===== src/rtl/dlt_pkg.sv =====
package dlt_pkg;

    localparam int TAPS    = 11;
    localparam int UNIT_W  = 7;
    localparam int LEN_W   = 12;
    localparam int SEL_W   = $clog2(TAPS + 2);
    localparam int RUN_W   = $clog2(TAPS + 1);
    localparam int ERR_W   = 2;

    localparam logic [SEL_W-1:0]  CAL_SEL  = SEL_W'(TAPS + 1);
    localparam logic [UNIT_W-1:0] UNIT_MAX = {UNIT_W{1'b1}};

    typedef enum logic [ERR_W-1:0] {
        ERR_NONE = 2'd0,
        ERR_CAL  = 2'd1,
        ERR_NOPT = 2'd2
    } err_code_t;

    typedef enum logic [2:0] {
        S_IDLE,
        S_CAL_CFG,
        S_CAL_WAIT,
        S_SW_CFG,
        S_SW_REQ,
        S_SW_WAIT,
        S_FIN,
        S_FIN_LOAD
    } state_t;

    typedef struct packed {
        logic              en;
        logic              samp;
        logic [SEL_W-1:0]  sel;
        logic [UNIT_W-1:0] unit;
    } dl_cfg_t;

    // Bit index of the highest set bit; zero for a zero input.
    function automatic logic [SEL_W-1:0] top_bit(input logic [LEN_W-1:0] v);
        logic [SEL_W-1:0] r;
        r = '0;
        for (int i = 0; i < LEN_W; i++) begin
            if (v[i]) r = SEL_W'(i);
        end
        return r;
    endfunction

    // A measured length fits when nonzero and below 2**TAPS.
    function automatic logic len_fits(input logic [LEN_W-1:0] v);
        return (v != '0) && ((v >> TAPS) == '0);
    endfunction

endpackage


===== src/rtl/dlt_timer.sv =====
module dlt_timer #(
    parameter int LIMIT = 50000
) (
    input  logic clk,
    input  logic rst,
    input  logic clr_i,
    input  logic run_i,
    output logic expired_o
);
    localparam int CW = $clog2(LIMIT + 1);

    logic [CW-1:0] cnt;

    assign expired_o = (cnt == CW'(LIMIT - 1));

    always_ff @(posedge clk) begin
        if (rst || clr_i) begin
            cnt <= '0;
        end else if (run_i && !expired_o) begin
            cnt <= cnt + 1'b1;
        end
    end
endmodule


===== src/rtl/dlt_run_tracker.sv =====
module dlt_run_tracker
    import dlt_pkg::*;
(
    input  logic             clk,
    input  logic             rst,
    input  logic             clr_i,
    input  logic             upd_i,
    input  logic             pass_i,
    input  logic [SEL_W-1:0] idx_i,
    output logic [RUN_W-1:0] best_len_o,
    output logic [SEL_W-1:0] centre_o
);
    logic [RUN_W-1:0] cur_len;
    logic [RUN_W-1:0] best_len;
    logic [SEL_W-1:0] best_end;
    logic [RUN_W-1:0] cur_next;

    assign cur_next   = cur_len + 1'b1;
    assign best_len_o = best_len;
    assign centre_o   = best_end - SEL_W'(best_len >> 1);

    always_ff @(posedge clk) begin
        if (rst || clr_i) begin
            cur_len  <= '0;
            best_len <= '0;
            best_end <= '0;
        end else if (upd_i) begin
            if (pass_i) begin
                cur_len <= cur_next;
                if (cur_next > best_len) begin
                    best_len <= cur_next;
                    best_end <= idx_i;
                end
            end else begin
                cur_len <= '0;
            end
        end
    end
endmodule


===== src/rtl/dlt_sequencer.sv =====
module dlt_sequencer
    import dlt_pkg::*;
(
    input  logic             clk,
    input  logic             rst,
    input  logic             start_i,
    input  logic             hs_mode_i,
    input  logic             fast_clk_i,
    input  logic             len_valid_i,
    input  logic [LEN_W-1:0] len_i,
    input  logic             test_resp_i,
    input  logic             test_pass_i,
    input  logic             tmr_exp_i,
    input  logic [RUN_W-1:0] best_len_i,
    input  logic [SEL_W-1:0] centre_i,
    output logic             tmr_clr_o,
    output logic             tmr_run_o,
    output logic             trk_clr_o,
    output logic             trk_upd_o,
    output logic             trk_pass_o,
    output logic [SEL_W-1:0] trk_idx_o,
    output dl_cfg_t          cfg_o,
    output logic             cfg_load_o,
    output logic             test_req_o,
    output logic             busy_o,
    output logic             done_o,
    output logic             err_o,
    output err_code_t        err_code_o,
    output logic             skip_o,
    output logic [SEL_W-1:0] phase_o,
    output logic             cal_wait_o
);
    state_t            st;
    logic [UNIT_W-1:0] unit_q;
    logic [SEL_W-1:0]  ph_q;
    logic [SEL_W-1:0]  ph_max;
    logic              len_ok;

    assign len_ok     = len_valid_i && len_fits(len_i);
    assign tmr_clr_o  = (st == S_CAL_CFG);
    assign tmr_run_o  = (st == S_CAL_WAIT);
    assign trk_clr_o  = (st == S_IDLE) && start_i;
    assign trk_upd_o  = (st == S_SW_WAIT) && test_resp_i;
    assign trk_pass_o = test_pass_i;
    assign trk_idx_o  = ph_q;
    assign busy_o     = (st != S_IDLE);
    assign cal_wait_o = (st == S_CAL_WAIT);

    always_ff @(posedge clk) begin
        if (rst) begin
            st         <= S_IDLE;
            unit_q     <= '0;
            ph_q       <= '0;
            ph_max     <= '0;
            cfg_o      <= '0;
            cfg_load_o <= 1'b0;
            test_req_o <= 1'b0;
            done_o     <= 1'b0;
            err_o      <= 1'b0;
            err_code_o <= ERR_NONE;
            skip_o     <= 1'b0;
            phase_o    <= '0;
        end else begin
            done_o     <= 1'b0;
            err_o      <= 1'b0;
            skip_o     <= 1'b0;
            cfg_load_o <= 1'b0;
            test_req_o <= 1'b0;
            case (st)
                S_IDLE: begin
                    if (start_i) begin
                        err_code_o <= ERR_NONE;
                        if (hs_mode_i && fast_clk_i) begin
                            unit_q <= '0;
                            st     <= S_CAL_CFG;
                        end else begin
                            done_o <= 1'b1;
                            skip_o <= 1'b1;
                        end
                    end
                end
                S_CAL_CFG: begin
                    cfg_o.en   <= 1'b1;
                    cfg_o.samp <= 1'b1;
                    cfg_o.sel  <= CAL_SEL;
                    cfg_o.unit <= unit_q;
                    cfg_load_o <= 1'b1;
                    st         <= S_CAL_WAIT;
                end
                S_CAL_WAIT: begin
                    if (len_ok) begin
                        ph_max <= top_bit(len_i);
                        ph_q   <= '0;
                        st     <= S_SW_CFG;
                    end else if (len_valid_i || tmr_exp_i) begin
                        if (unit_q == UNIT_MAX) begin
                            cfg_o.en   <= 1'b0;
                            cfg_o.samp <= 1'b0;
                            err_code_o <= ERR_CAL;
                            err_o      <= 1'b1;
                            done_o     <= 1'b1;
                            st         <= S_IDLE;
                        end else begin
                            unit_q <= unit_q + 1'b1;
                            st     <= S_CAL_CFG;
                        end
                    end
                end
                S_SW_CFG: begin
                    cfg_o.samp <= 1'b1;
                    cfg_o.sel  <= ph_q;
                    cfg_load_o <= 1'b1;
                    st         <= S_SW_REQ;
                end
                S_SW_REQ: begin
                    cfg_o.samp <= 1'b0;
                    test_req_o <= 1'b1;
                    st         <= S_SW_WAIT;
                end
                S_SW_WAIT: begin
                    if (test_resp_i) begin
                        if (ph_q == ph_max) begin
                            st <= S_FIN;
                        end else begin
                            ph_q <= ph_q + 1'b1;
                            st   <= S_SW_CFG;
                        end
                    end
                end
                S_FIN: begin
                    if (best_len_i == '0) begin
                        cfg_o.sel  <= phase_o;
                        err_code_o <= ERR_NOPT;
                        err_o      <= 1'b1;
                        done_o     <= 1'b1;
                        st         <= S_IDLE;
                    end else begin
                        cfg_o.samp <= 1'b1;
                        cfg_o.sel  <= centre_i;
                        cfg_load_o <= 1'b1;
                        st         <= S_FIN_LOAD;
                    end
                end
                S_FIN_LOAD: begin
                    cfg_o.samp <= 1'b0;
                    phase_o    <= cfg_o.sel;
                    done_o     <= 1'b1;
                    st         <= S_IDLE;
                end
                default: st <= S_IDLE;
            endcase
        end
    end
endmodule


===== src/rtl/dlt_phase_tuner.sv =====
module dlt_phase_tuner
    import dlt_pkg::*;
#(
    parameter int TIMEOUT_CYCLES = 50000
) (
    input  logic              clk,
    input  logic              rst,
    input  logic              start_i,
    input  logic              hs_mode_i,
    input  logic              fast_clk_i,
    output logic              busy_o,
    output logic              done_o,
    output logic              err_o,
    output logic [ERR_W-1:0]  err_code_o,
    output logic              skip_o,
    output logic [SEL_W-1:0]  phase_o,
    output logic              dl_enable_o,
    output logic              dl_sampler_o,
    output logic [UNIT_W-1:0] dl_unit_o,
    output logic [SEL_W-1:0]  dl_sel_o,
    output logic              dl_cfg_load_o,
    input  logic              dl_len_valid_i,
    input  logic [LEN_W-1:0]  dl_len_i,
    output logic              test_req_o,
    input  logic              test_resp_i,
    input  logic              test_pass_i
);
    logic             tmr_clr, tmr_run, tmr_exp;
    logic             trk_clr, trk_upd, trk_pass;
    logic [SEL_W-1:0] trk_idx, centre;
    logic [RUN_W-1:0] best_len;
    dl_cfg_t          cfg;
    err_code_t        code;
    logic             cal_wait;

    dlt_timer #(.LIMIT(TIMEOUT_CYCLES)) u_timer (
        .clk       (clk),
        .rst       (rst),
        .clr_i     (tmr_clr),
        .run_i     (tmr_run),
        .expired_o (tmr_exp)
    );

    dlt_run_tracker u_track (
        .clk        (clk),
        .rst        (rst),
        .clr_i      (trk_clr),
        .upd_i      (trk_upd),
        .pass_i     (trk_pass),
        .idx_i      (trk_idx),
        .best_len_o (best_len),
        .centre_o   (centre)
    );

    dlt_sequencer u_seq (
        .clk         (clk),
        .rst         (rst),
        .start_i     (start_i),
        .hs_mode_i   (hs_mode_i),
        .fast_clk_i  (fast_clk_i),
        .len_valid_i (dl_len_valid_i),
        .len_i       (dl_len_i),
        .test_resp_i (test_resp_i),
        .test_pass_i (test_pass_i),
        .tmr_exp_i   (tmr_exp),
        .best_len_i  (best_len),
        .centre_i    (centre),
        .tmr_clr_o   (tmr_clr),
        .tmr_run_o   (tmr_run),
        .trk_clr_o   (trk_clr),
        .trk_upd_o   (trk_upd),
        .trk_pass_o  (trk_pass),
        .trk_idx_o   (trk_idx),
        .cfg_o       (cfg),
        .cfg_load_o  (dl_cfg_load_o),
        .test_req_o  (test_req_o),
        .busy_o      (busy_o),
        .done_o      (done_o),
        .err_o       (err_o),
        .err_code_o  (code),
        .skip_o      (skip_o),
        .phase_o     (phase_o),
        .cal_wait_o  (cal_wait)
    );

    assign err_code_o   = code;
    assign dl_enable_o  = cfg.en;
    assign dl_sampler_o = cfg.samp;
    assign dl_unit_o    = cfg.unit;
    assign dl_sel_o     = cfg.sel;
endmodule


===== config.mk =====
export PLATFORM = sky130hd
export DESIGN_NAME = dlt_phase_tuner
export DESIGN_NICKNAME = d
export VERILOG_FILES = /design/src/rtl/dlt_pkg.sv /design/src/rtl/dlt_timer.sv /design/src/rtl/dlt_run_tracker.sv /design/src/rtl/dlt_sequencer.sv /design/src/rtl/dlt_phase_tuner.sv
export SDC_FILE = /design/constraint.sdc
export NUM_CORES = 1
export LEC_CHECK = 0
export ABC_CLOCK_PERIOD_IN_PS = 2050
export BUFFER_PORTS_ARGS = -buffer_cell sky130_fd_sc_hd__buf_2
export CAP_MARGIN = 0
export CORE_UTILIZATION = 46
export DETAILED_ROUTE_END_ITERATION = 8
export GPL_TIMING_DRIVEN = 0
export HOLD_SLACK_MARGIN = 0.12
export PLACE_DENSITY = 0.68
export SLEW_MARGIN = 20
export SYNTH_ARGS = -nofsm -noshare
export SYNTH_HDL_FRONTEND = slang
export SYNTH_HIERARCHICAL = 1
export SYNTH_SLANG_ARGS = --single-unit

===== constraint.sdc =====
create_clock -name clk -period 2.05 [get_ports clk]
set_input_delay 0.1025 -clock clk [delete_from_list [all_inputs] [get_ports clk]]
set_output_delay 0.1025 -clock clk [all_outputs]
set_load 0.05 [all_outputs]

# After elaboration in Yosys (flattened, before gate mapping)
# Index checks and enable logic that the tools add are counted.
# W data, S select, Z words.
[classes]
addsub = 5
n_lt_le_gt_ge = 1
eq_ne = 22
n_mux = 56
n_bitwise = 1
reduce_logical = 32
[op_table]
columns = ["cell", "count"]
rows = [
  ["$mux W4", 9],
  ["$mux W7", 5],
  ["$mux W3", 11],
  ["$pmux W3 S8", 1],
  ["$mux W2", 10],
  ["$add A16 B1 Y16 const B", 1],
  ["$eq A16 B16 Y1 const B", 1],
  ["$ne A2 B2 Y1 const B", 7],
  ["$pmux W7 S2", 1],
  ["$eq A3 B3 Y1 const B", 4],
  ["$logic_not A12 Y1", 1],
  ["$pmux W4 S3", 1],
  ["$reduce_and A4 Y1", 3],
  ["$reduce_and A6 Y1", 2],
  ["$reduce_bool A12 Y1", 1],
  ["$mux W1", 11],
  ["$reduce_bool A3 Y1", 3],
  ["$add A4 B1 Y4 const B", 2],
  ["$ne A2 B1 Y1 const B", 4],
  ["$pmux W1 S4", 2],
  ["$pmux W4 S2", 1],
  ["$add A7 B1 Y7 const B", 1],
  ["$eq A7 B7 Y1 const B", 1],
  ["$eq A3 B2 Y1 const B", 2],
  ["other kinds (19)", 32],
]
[totals]
reg_bits = 70
inputBits = 20

# Depth between registers and ports, before layout
# Gate-level depths: netlist of the first run.
[depth]
depth_word = 11
depth_mapped = 10
mapped_depth_nobuf = 10

# Cells and area by module
# Netlist of the first run, hierarchy kept.
[modules_own_cells]
columns = ["module", "instances", "cells_each", "area_each_um2"]
rows = [
  ["dlt_sequencer", 1, 248, 2128.3],
  ["dlt_timer", 1, 96, 815.8],
  ["dlt_run_tracker", 1, 77, 715.7],
]

# Least setup slack after synthesis of the first run
# No wires, ideal clock.
[synth_timing]
path_type = "reg2reg"
start = "reg u_timer.cnt[11]"
end = "reg u_seq.unit_q[5]"
setup_time_ps = 96
arrival_ps = 2009
required_ps = 1954
setup_slack_ps = -55
path_stages_with_launch = 7
path_buffers = 1
period_less_slack_ps = 2105
path_cell_list = "dfxtp_1 or4_1 nor3_1 nor2_1 or4_1 buf_2 o41ai_2"
[synth_between]
elab_chain_cells = 4
[synth_rtl]
columns = ["item", "line", "text"]
rows = [
  ["start: declaration", "dlt_timer.sv:12", "logic [CW-1:0] cnt;"],
  ["start signal: assignment", "dlt_timer.sv:20", "cnt <= cnt + 1'b1;"],
  ["$eq A16 B16 Y1", "dlt_timer.sv:14", "assign expired_o = (cnt == CW'(LIMIT - 1));"],
  ["net tmr_exp", "dlt_phase_tuner.sv:28", "logic tmr_clr, tmr_run, tmr_exp;"],
  ["$logic_or A1 B1 Y1", "dlt_sequencer.sv:95", "end else if (len_valid_i || tmr_exp_i) begin"],
  ["$ne A2 B1 Y1 (no line)", "--", ""],
  ["$reduce_and A6 Y1 (no line)", "--", ""],
  ["end signal: assignment", "dlt_sequencer.sv:104", "unit_q <= unit_q + 1'b1;"],
  ["end: declaration", "dlt_sequencer.sv:34", "logic [UNIT_W-1:0] unit_q;"],
]
# The timed path passes the listed nets, and every way through them passes these cells.
# A chain may end at the register's enable or synchronous reset.

# Worst setup path in the final report of the first run
[layout_timing]
start = "reg u_timer.cnt[14]"
end = "reg u_seq/cfg_o[11] (netlist bit)"
[layout_between]
elab_chain_cells = 4
[layout_rtl]
columns = ["item", "line", "text"]
rows = [
  ["$eq A16 B16 Y1", "dlt_timer.sv:14", ""],
  ["net tmr_exp", "dlt_phase_tuner.sv:28", ""],
  ["$logic_or A1 B1 Y1", "dlt_sequencer.sv:95", ""],
  ["$ne A2 B1 Y1 (no line)", "--", ""],
  ["$reduce_and A5 Y1 (no line)", "--", ""],
  ["end: declaration", "dlt_sequencer.sv:22", "output dl_cfg_t cfg_o,"],
]
# The timed path passes the listed nets, and every way through them passes these cells.

==> flow_summary.toml, run 1 <==
[outcome]
outcome = "finished with violations"
violations = "negative setup slack"

[critical_path]
r2r_start = "u_timer/cnt[14]"
start_kind = "flip-flop"
critPathRequiredTime_ns = 2.34
path_buf_inv = 1
cp.arrival_ns = 2.37
crit_slowest_cell = "or4_4"
cp-end-kind = "flip-flop"
worstPathCellList = "inv_2, or4_4, nor3_4, nor2_2, nor3_2, o21ai_2, or3_4, a21oi_2"
worst_path_dominant_cell_family = "simple AND/OR/NAND/NOR gates"
max_stage_delay_ns = 0.55
critPathKind = "flip-flop to flip-flop"
cp-startpoint = "u_timer/cnt[14]"
cp_max_fo = 3

[power_and_ir_drop]
p_clk_share_pct = 45.0
p_leak_nw = 1.80
power_switching_mw = 0.705
p_comb_share_pct = 8.4
swShare_pct = 23.9
seqPwrFrac_pct = 46.6
p_per_area_mw_per_mm2 = 647
p_int_mw = 2.25
vdd_ir_drop_max_v = 0.000329

[sta]
rsz0062_at_grt = "true"
finClkSkew_ns = 0.00983
period_needed_ns = 2.08
relSlewSlack_pct = 52.9
max_freq_mhz = 480
slew_viol_final = 0
worst_slack_ns = -0.0328
finalHoldViolations = 0
fin_crit_sh_pct = 102
setup-violations-final = 3
worst_pin_slew_ns = 0.701

[logic_synthesis]
synth_top_cell_by_area = "dfxtp_1"
synth_nets = 453
synth_cells = 421
synth-simple-area-share_pct = 27.0
synth_top_area_share_pct = 38.3
synth_most_common_cell = "dfxtp_1"
synth_adder_area_share_pct = 4.31
synth_commonest_cells = "70 x dfxtp_1, 55 x nor2_1, 35 x nand2_1, 22 x mux2i_1, 19 x o21ai_0"
yosys-mux-area-fraction_pct = 6.94
synth-compound-area-share_pct = 14.8
yosys-top-cells-area = "dfxtp_1 38%, mux2i_1 6.0%, nor2_1 5.6%"
yosysWarnings = 6
ys_seq_area_share_pct = 38.3
synth_ff_type = "dfxtp_1"
synth_top_family_by_area = "simple AND/OR/NAND/NOR gates"
avgSynthCellArea_sq_um = 8.69
synth-edff-count = 0
synth_async_sr_flop_share_pct = 0
yosysUniqueCellTypes = 67
syn_area_sq_mm = 0.00366
synth-xor-area-share_pct = 4.79
ys_ff_latch = 70

[finish]
areaGrowthSynthToFinish_pct = 24.6
antenna_cells = 0
final_layout_size_suffix_gt1_share_pct = 27.6
layout.cells.non_filler = 599
fin_area_sq_mm = 0.00456
final_nets = 524

[route]
drc = 0
drtPass1Iterations = 5
finalWirelength_um = 8920
wl_per_cell_um = 14.9
vias = 3295
viasPerCell = 5.50
drt_first_iter_violations = 154
ant_nets = 0

[clocking]
numCtsBuffers = 9
cts_root_buf = "clkbuf_8"
path_clk_slew_ns = 0.08
numClockSinks = 70
h-tree-depth = 3
clock_latency_ns = 0.35
cts_tree = "built"
clock_path_buffers = 2

[global_routing]
grt_pass1_vias = 3131
busiest_layer = "met2"
antenna_found_initial = 0
grt_use_met3_pct = 5.70
grt.total_usage_pct = 22.1
grt_max_degree = 13
grt_pass1_wl_um = 14600
gr-usage-met1_pct = 28.1
grt_util_met2_pct = 36.8
overflow = 0

[floorplanning]
fp.coreArea_sq_mm = 0.00773
start_util_pct = 47.4
dieArea_sq_mm = 0.00832
io_pins = 45
rows = 32
die_x_um = 91.2
die_h_um = 91.2

[run]
cap_violations = 0

[placement]
placed_area_sq_mm = 0.00402
dp_cells = 566
dp.final_hpwl_um = 6170
io_buffers = 43
gp_congestion = 0.886

[worst_hold_path]
holdCritPathClass = "input port to flip-flop"
min_from = "test_resp_i"
## final cells by class
class | count | area [sq um]
fillers | 675 | 3170
repair buffers | 61 | 383
multi-input cells | 317 | 2240
inverters | 18 | 71.3
clock inverters | 4 | 76.3
plain buffers | 15 | 86.3
well taps | 102 | 128
flip-flops and latches | 70 | 1410
clock buffers | 12 | 165
## worst reg2reg max path: cells and delay by family, from the launching register on
family,cells,cell delay [ns]
DFF,1,0.34
buffers and inverters,1,0.04
AOI/OAI and AO/OA,2,0.22
and+or+nand+nor,5,1.42
## through the flow
stage          util [%]  hold slack, ns  setup slack, ns  power, mW  TNS, ns
6_report           59.0           0.158          -0.0328       2.95  -0.0577
5_1_grt            59.0           0.151           -0.114       3.05    -1.01
4_1_cts            58.0           0.145          -0.0471       2.96   -0.123
3_5_place_dp       52.0           0.401           -0.559       1.62    -8.14
3_3_place_gp       52.0           0.398           -0.559       1.61    -7.37
2_1_floorplan         -           0.178           0.0294       1.54        0
## placed cells by master, fill, tap and decap left out, types with 12 or more instances in the layout
cell / count
dfxtp_1: 63
nor2_1: 53
buf_2: 45
nand2_1: 34
mux2i_1: 22
inv_1: 16
a21oi_1: 16
o21ai_0: 15
nand3_1: 14
nor3_1: 13
xnor2_1: 13
clkbuf_8: 12
## metal layers
metal | wire, um | vias to the layer above | part of all wire (%)
li1 | - | 1645 | -
met1 | 3940 | 1534 | 44
met2 | 4350 | 105 | 49
met3 | 516 | 11 | 5.8
met4 | 113 | 0 | 1.3
met5 | 0 | - | 0
## state kept, by name (all words and copies together), names as in the netlist, 4 cells and up
signal,count
u_seq/ph_max,4
u_track/best_len_o,4
u_seq/unit_q,7
u_seq/trk_idx_o,4
u_track/cur_len,4
u_timer/cnt,16
u_seq/phase_o,4
u_seq/cfg_o,13
u_track/best_end,4
## cells by family after synthesis
logic type | Yosys count
AOI/OAI and AO/OA | 77
xor gates and xnor gates | 20
adders and majority gates | 12
buffers and inverters | 34
DFF | 70
muxes | 25
and+or+nand+nor | 183
## final timing paths
| check | slack, ns | cells past startpoint | to |
|---|---|---|---|
| worst max-delay path | -0.03 | 8 | u_seq/cfg_o[11] |
| worst min-delay path | 0.16 | 3 | u_seq/st[1] |
| worst max register to register | -0.03 | 8 | u_seq/cfg_o[11] |
| worst min register to register | 0.47 | 2 | u_track/best_end[0] |
## what timing repair did
item,in CTS,in global routing
pin swaps,11,6
setup endpoints to repair,37,36
setup buffers,8,2
hold buffers,8,0
cloned,0,0
gates resized for setup,26,22
hold endpoints to repair,7,0
## power by group through the flow
stage | logic, mW | registers (mW) | clock network, mW
2_1_floorplan | 0.108 | 1.43 | 0
3_3_place_gp | 0.204 | 1.41 | 0
3_5_place_dp | 0.207 | 1.41 | 0
4_1_cts | 0.241 | 1.38 | 1.34
5_1_grt | 0.269 | 1.38 | 1.41
6_report | 0.249 | 1.38 | 1.33
(Power assumes the default switching activity.)
==> run 2: changes to the inputs <==
==> constraint.sdc (replaced) <==
create_clock -name clk -period 2.05 [get_ports clk]
set_input_delay 0.205 -clock clk [delete_from_list [all_inputs] [get_ports clk]]
set_output_delay 0.205 -clock clk [all_outputs]
set_load 0.05 [all_outputs]
==> flow_summary.toml, run 2 (synthesis results as in run 1) <==
[outcome]
outcome = "finished with violations"
violations = "negative setup slack"

[sta]
relSlewSlack_pct = 52.1
fin_crit_sh_pct = 102
slew_viol_final = 0
worst_slack_ns = -0.0451
finalHoldViolations = 0
finClkSkew_ns = 0.0141
tns_ns = -0.0990
rsz0062_at_grt = "true"
period_needed_ns = 2.10
setup-violations-final = 4
max_freq_mhz = 477
worst_pin_slew_ns = 0.713

[floorplanning]
fp.coreArea_sq_mm = 0.00773
die_h_um = 91.2
rows = 32
start_util_pct = 47.4
die_x_um = 91.2
io_pins = 45
dieArea_sq_mm = 0.00832

[critical_path]
worst_path_dominant_cell_family = "simple AND/OR/NAND/NOR gates"
max_stage_delay_ns = 0.55
cp_max_fo = 3
critPathKind = "flip-flop to flip-flop"
worstPathCellList = "inv_2, or4_4, nor3_4, nor2_2, nor3_2, o21ai_2, or3_4, a21oi_2"
critPathRequiredTime_ns = 2.33
cp.arrival_ns = 2.38
crit_slowest_cell = "or4_4"
cp-end-kind = "flip-flop"
start_kind = "flip-flop"
path_buf_inv = 1

[run]
cap_violations = 0

[finish]
multi_input_area_sq_mm = 0.00224
areaGrowthSynthToFinish_pct = 22.5
final_core_util_pct = 58.0
reg_top3 = "u_timer/cnt x16, u_seq/cfg_o x13, u_seq/unit_q x7"
top_register = "u_timer/cnt"
final_layout_size_suffix_gt1_share_pct = 28.0
fin_area_sq_mm = 0.00448
layout_commonest_cell = "dfxtp_1"
regArea_sq_mm = 0.00141
layout.cells.non_filler = 591
final_nets = 516
antenna_cells = 0
largest_reg_flops = 16
nFillCells = 685
final_cell_mix = "63 x dfxtp_1, 53 x nor2_1, 45 x buf_2"

[clocking]
path_clk_slew_ns = 0.08
clock_latency_ns = 0.35
cts_root_buf = "clkbuf_8"
numClockSinks = 70
clock_path_buffers = 2
cts_tree = "built"
numCtsBuffers = 9
h-tree-depth = 3

[global_routing]
grt.total_usage_pct = 21.9
grt_pass1_vias = 3056
antenna_found_initial = 0
overflow = 0
grt_max_degree = 13
grt_pass1_wl_um = 14500

[route]
finalWirelength_um = 8870
vias = 3266
ant_nets = 0
drt_first_iter_violations = 150
wl_per_cell_um = 15.0
viasPerCell = 5.53
drc = 0
drtPass1Iterations = 5

[worst_hold_path]
holdCritPathClass = "input port to flip-flop"

[placement]
io_buffers = 43
dp.final_hpwl_um = 6170
gp_congestion = 0.886
dp_slack_ns = -0.559
dp_cells = 566
placed_area_sq_mm = 0.00402

[power_and_ir_drop]
vdd_ir_drop_max_v = 0.000294
p_per_area_mw_per_mm2 = 656
p_leak_nw = 1.77
[run 2: per-layer routing]
metal	part of all wire, %	global-route usage [%]
met5	0	0
met2	49	36.3
met1	45	28.1
met4	1.0	6.08
met3	5.4	5.70
[run 2: path summary, 6_finish.rpt]
kind,from,endpoint,slack (ns),cells past startpoint
max,u_timer/cnt[14],u_seq/cfg_o[11],-0.05,8
min,rst,u_track/cur_len[0],0.17,2
max reg2reg,u_timer/cnt[14],u_seq/cfg_o[11],-0.05,8
min reg2reg,u_track/best_end[0],u_track/best_end[0],0.47,2
[run 2: power breakdown]
| part | total (mW) | leakage (nW) | switching, mW | internal [mW] |
|---|---|---|---|---|
| Clock | 1.33 | 0.119 | 0.539 | 0.789 |
| Combinational | 0.238 | 1.08 | 0.157 | 0.0802 |
| Sequential | 1.38 | 0.568 | 0.00789 | 1.37 |
| Total | 2.94 | 1.77 | 0.705 | 2.24 |
[run 2: timing repair]
action,CTS,global route
cloned,0,0
setup buffers,8,2
endpoints found under the setup margin,37,36
pin swaps,11,6
hold buffers,0,0
resized for setup,26,22
[run 2: layout make-up]
class / count / area share (%)
Timing Repair Buffer: 53 / 6.76
Sequential cell: 70 / 31.5
Buffer: 15 / 1.93
Clock inverter: 4 / 1.70
Inverter: 18 / 1.59
Clock buffer: 12 / 3.69
Multi-Input combinational cell: 317 / 50.0
Tap cell: 102 / 2.85
[run 2: per-stage QoR]
step	hold WS, ns	power [mW]
4_1_cts	0.149	2.95
3_5_place_dp	0.458	1.62
6_report	0.172	2.94
2_1_floorplan	0.281	1.54
3_3_place_gp	0.448	1.61
5_1_grt	0.170	3.04
==> run 3: changes to the inputs <==
--- a/config.mk
+++ b/config.mk
@@ -13,6 +13,7 @@
 export GPL_TIMING_DRIVEN = 0
 export HOLD_SLACK_MARGIN = 0.12
 export PLACE_DENSITY = 0.68
+export REMOVE_ABC_BUFFERS = 1
 export SLEW_MARGIN = 20
 export SYNTH_ARGS = -nofsm -noshare
 export SYNTH_HDL_FRONTEND = slang
==> constraint.sdc (replaced) <==
create_clock -name clk -period 2.05 [get_ports clk]
set_input_delay 0.205 -clock clk [delete_from_list [all_inputs] [get_ports clk]]
set_output_delay 0.205 -clock clk [all_outputs]
set_load 0.01 [all_outputs]
==> flow_summary.toml, run 3 (synthesis results as in run 1) <==
[outcome]
outcome = "finished with violations"
violations = "negative setup slack"

[placement]
io_buffers = 44
dp.final_hpwl_um = 5530
dp_cells = 551
dp_slack_ns = -0.626
gp_congestion = 0.775

[floorplanning]
dieArea_sq_mm = 0.00832
fp.coreArea_sq_mm = 0.00773
rows = 32
die_h_um = 91.2
die_x_um = 91.2
start_util_pct = 47.4
io_pins = 45

[clocking]
numCtsBuffers = 9
cts_root_buf = "clkbuf_8"
numClockSinks = 70
clock_latency_ns = 0.35
h-tree-depth = 3
cts_tree = "built"
path_clk_slew_ns = 0.08
cts_hold_buf = 0
clock_path_buffers = 2

[sta]
whs_ns = 0.204
worst_slack_ns = -0.0356
worst_pin_slew_ns = 0.850
rsz0062_at_grt = "true"
relSlewSlack_pct = 43.3
max_freq_mhz = 479
finalHoldViolations = 0
fin_crit_sh_pct = 102
setup-violations-final = 1
finClkSkew_ns = 0.0129
period_needed_ns = 2.09
tns_ns = -0.0356
slew_viol_final = 0

[finish]
antenna_cells = 0
regArea_sq_mm = 0.00143
final_cell_mix = "59 x dfxtp_1, 52 x nor2_1, 45 x buf_2"
final_layout_size_suffix_gt1_share_pct = 28.2
areaGrowthSynthToFinish_pct = 21.1
top_register = "u_timer/cnt"
largest_reg_flops = 16
reg_top3 = "u_timer/cnt x16, u_seq/cfg_o x13, u_seq/unit_q x7"
nFillCells = 684
layout.cells.non_filler = 577
final_nets = 502
multi_input_area_sq_mm = 0.00228
layout_commonest_cell = "dfxtp_1"

[run]
cap_violations = 0

[route]
drtPass1Iterations = 4
routed.top_layer = "met4"
met1_length_um = 3840
met2_length_um = 4050
wl_met3_um = 406
wl_per_cell_um = 14.6
finalWirelength_um = 8410
vias = 3202
drc = 0
viasPerCell = 5.55
drt_first_iter_violations = 142
ant_nets = 0

[power_and_ir_drop]
total_power_mw = 2.78
vdd_ir_drop_max_v = 0.000251
p_per_area_mw_per_mm2 = 627
p_leak_nw = 1.73

[critical_path]
max_stage_delay_ns = 0.55
critPathKind = "flip-flop to flip-flop"
crit_slowest_cell = "or4_4"
worstPathCellList = "or4_4, nor3_4, nor2_4, nor3_4, o21ai_2, or3_4, a21oi_2"
cp.arrival_ns = 2.35
cp_max_fo = 3
cpMostUsedCell = "nor3_4"
reg2reg_slack_ns = -0.04
path_buf_inv = 0
critPathRequiredTime_ns = 2.32
worst_path_dominant_cell_family = "simple AND/OR/NAND/NOR gates"
cp-end-kind = "flip-flop"
start_kind = "flip-flop"

[global_routing]
grt.total_usage_pct = 21.1
antenna_found_initial = 0
overflow = 0
grt_pass1_vias = 3068
grt_pass1_wl_um = 14300
grt_max_degree = 46

[worst_hold_path]
holdCritPathClass = "input port to flip-flop"
-- run 3: cell count changes in the layout (fill, tap and decap cells not counted), moves of 2 or more --
cell | previous run | this run
buf_4 | 11 | 6
clkbuf_1 | 5 | 1
clkbuf_2 | 4 | 0
dfxtp_1 | 63 | 59
clkbuf_8 | 12 | 9
dfxtp_4 | 1 | 4
clkinv_2 | 0 | 2
clkinv_4 | 0 | 2
nor2_2 | 1 | 3
o21ai_0 | 15 | 13
-- run 3: timing repair --
action | 4_1_cts | 5_1_grt
buffers inserted | 6 | 4
pin swaps | 5 | 10
setup endpoints to repair | 46 | 23
gates resized for setup | 24 | 34
-- run 3: per-layer routing --
| metal | track usage, % | vias up |
|---|---|---|
| met1 | 27.4 | 1513 |
| li1 | - | 1602 |
| met2 | 34.3 | 78 |
| met4 | 6.35 | 0 |
| met3 | 5.36 | 9 |
| met5 | 0 | - |
-- run 3: stage by stage --
step                instance area, sq um  util, %
global route                        4430     57.4
detailed placement                  3930     50.9
floorplan                           3580        -
global placement                    3930     50.9
CTS                                 4280     55.4
finish                              4430     57.4
-- run 3: tightest hold or removal path: stages --
cell,delay (ns)
buf_2,0.13
nor2_1,0.08
a311oi_1,0.08
-- run 3: power breakdown --
group / switching [mW] / internal [mW]
logic: 0.118 / 0.0685
registers: 0.0120 / 1.36
clock network: 0.533 / 0.683
-- run 3: final cells by class --
type	count	share of cell area (%)
clock buffer	10	2.88
sequential	70	32.1
tap	102	2.88
inverter	18	1.64
clock inverter	6	1.95
multi-input combinational	317	51.5
timing repair buffer	54	7.06
-- run 3: final timing paths --
path / to / cells after the start / startpoint
worst max-delay path: u_seq/cfg_o[11] / 7 / u_timer/cnt[11]
worst min-delay path: u_seq/ph_max[1] / 3 / dl_len_i[10]
worst max register to register: u_seq/cfg_o[11] / 7 / u_timer/cnt[11]
worst min register to register: u_track/best_end[0] / 2 / u_track/best_end[0]
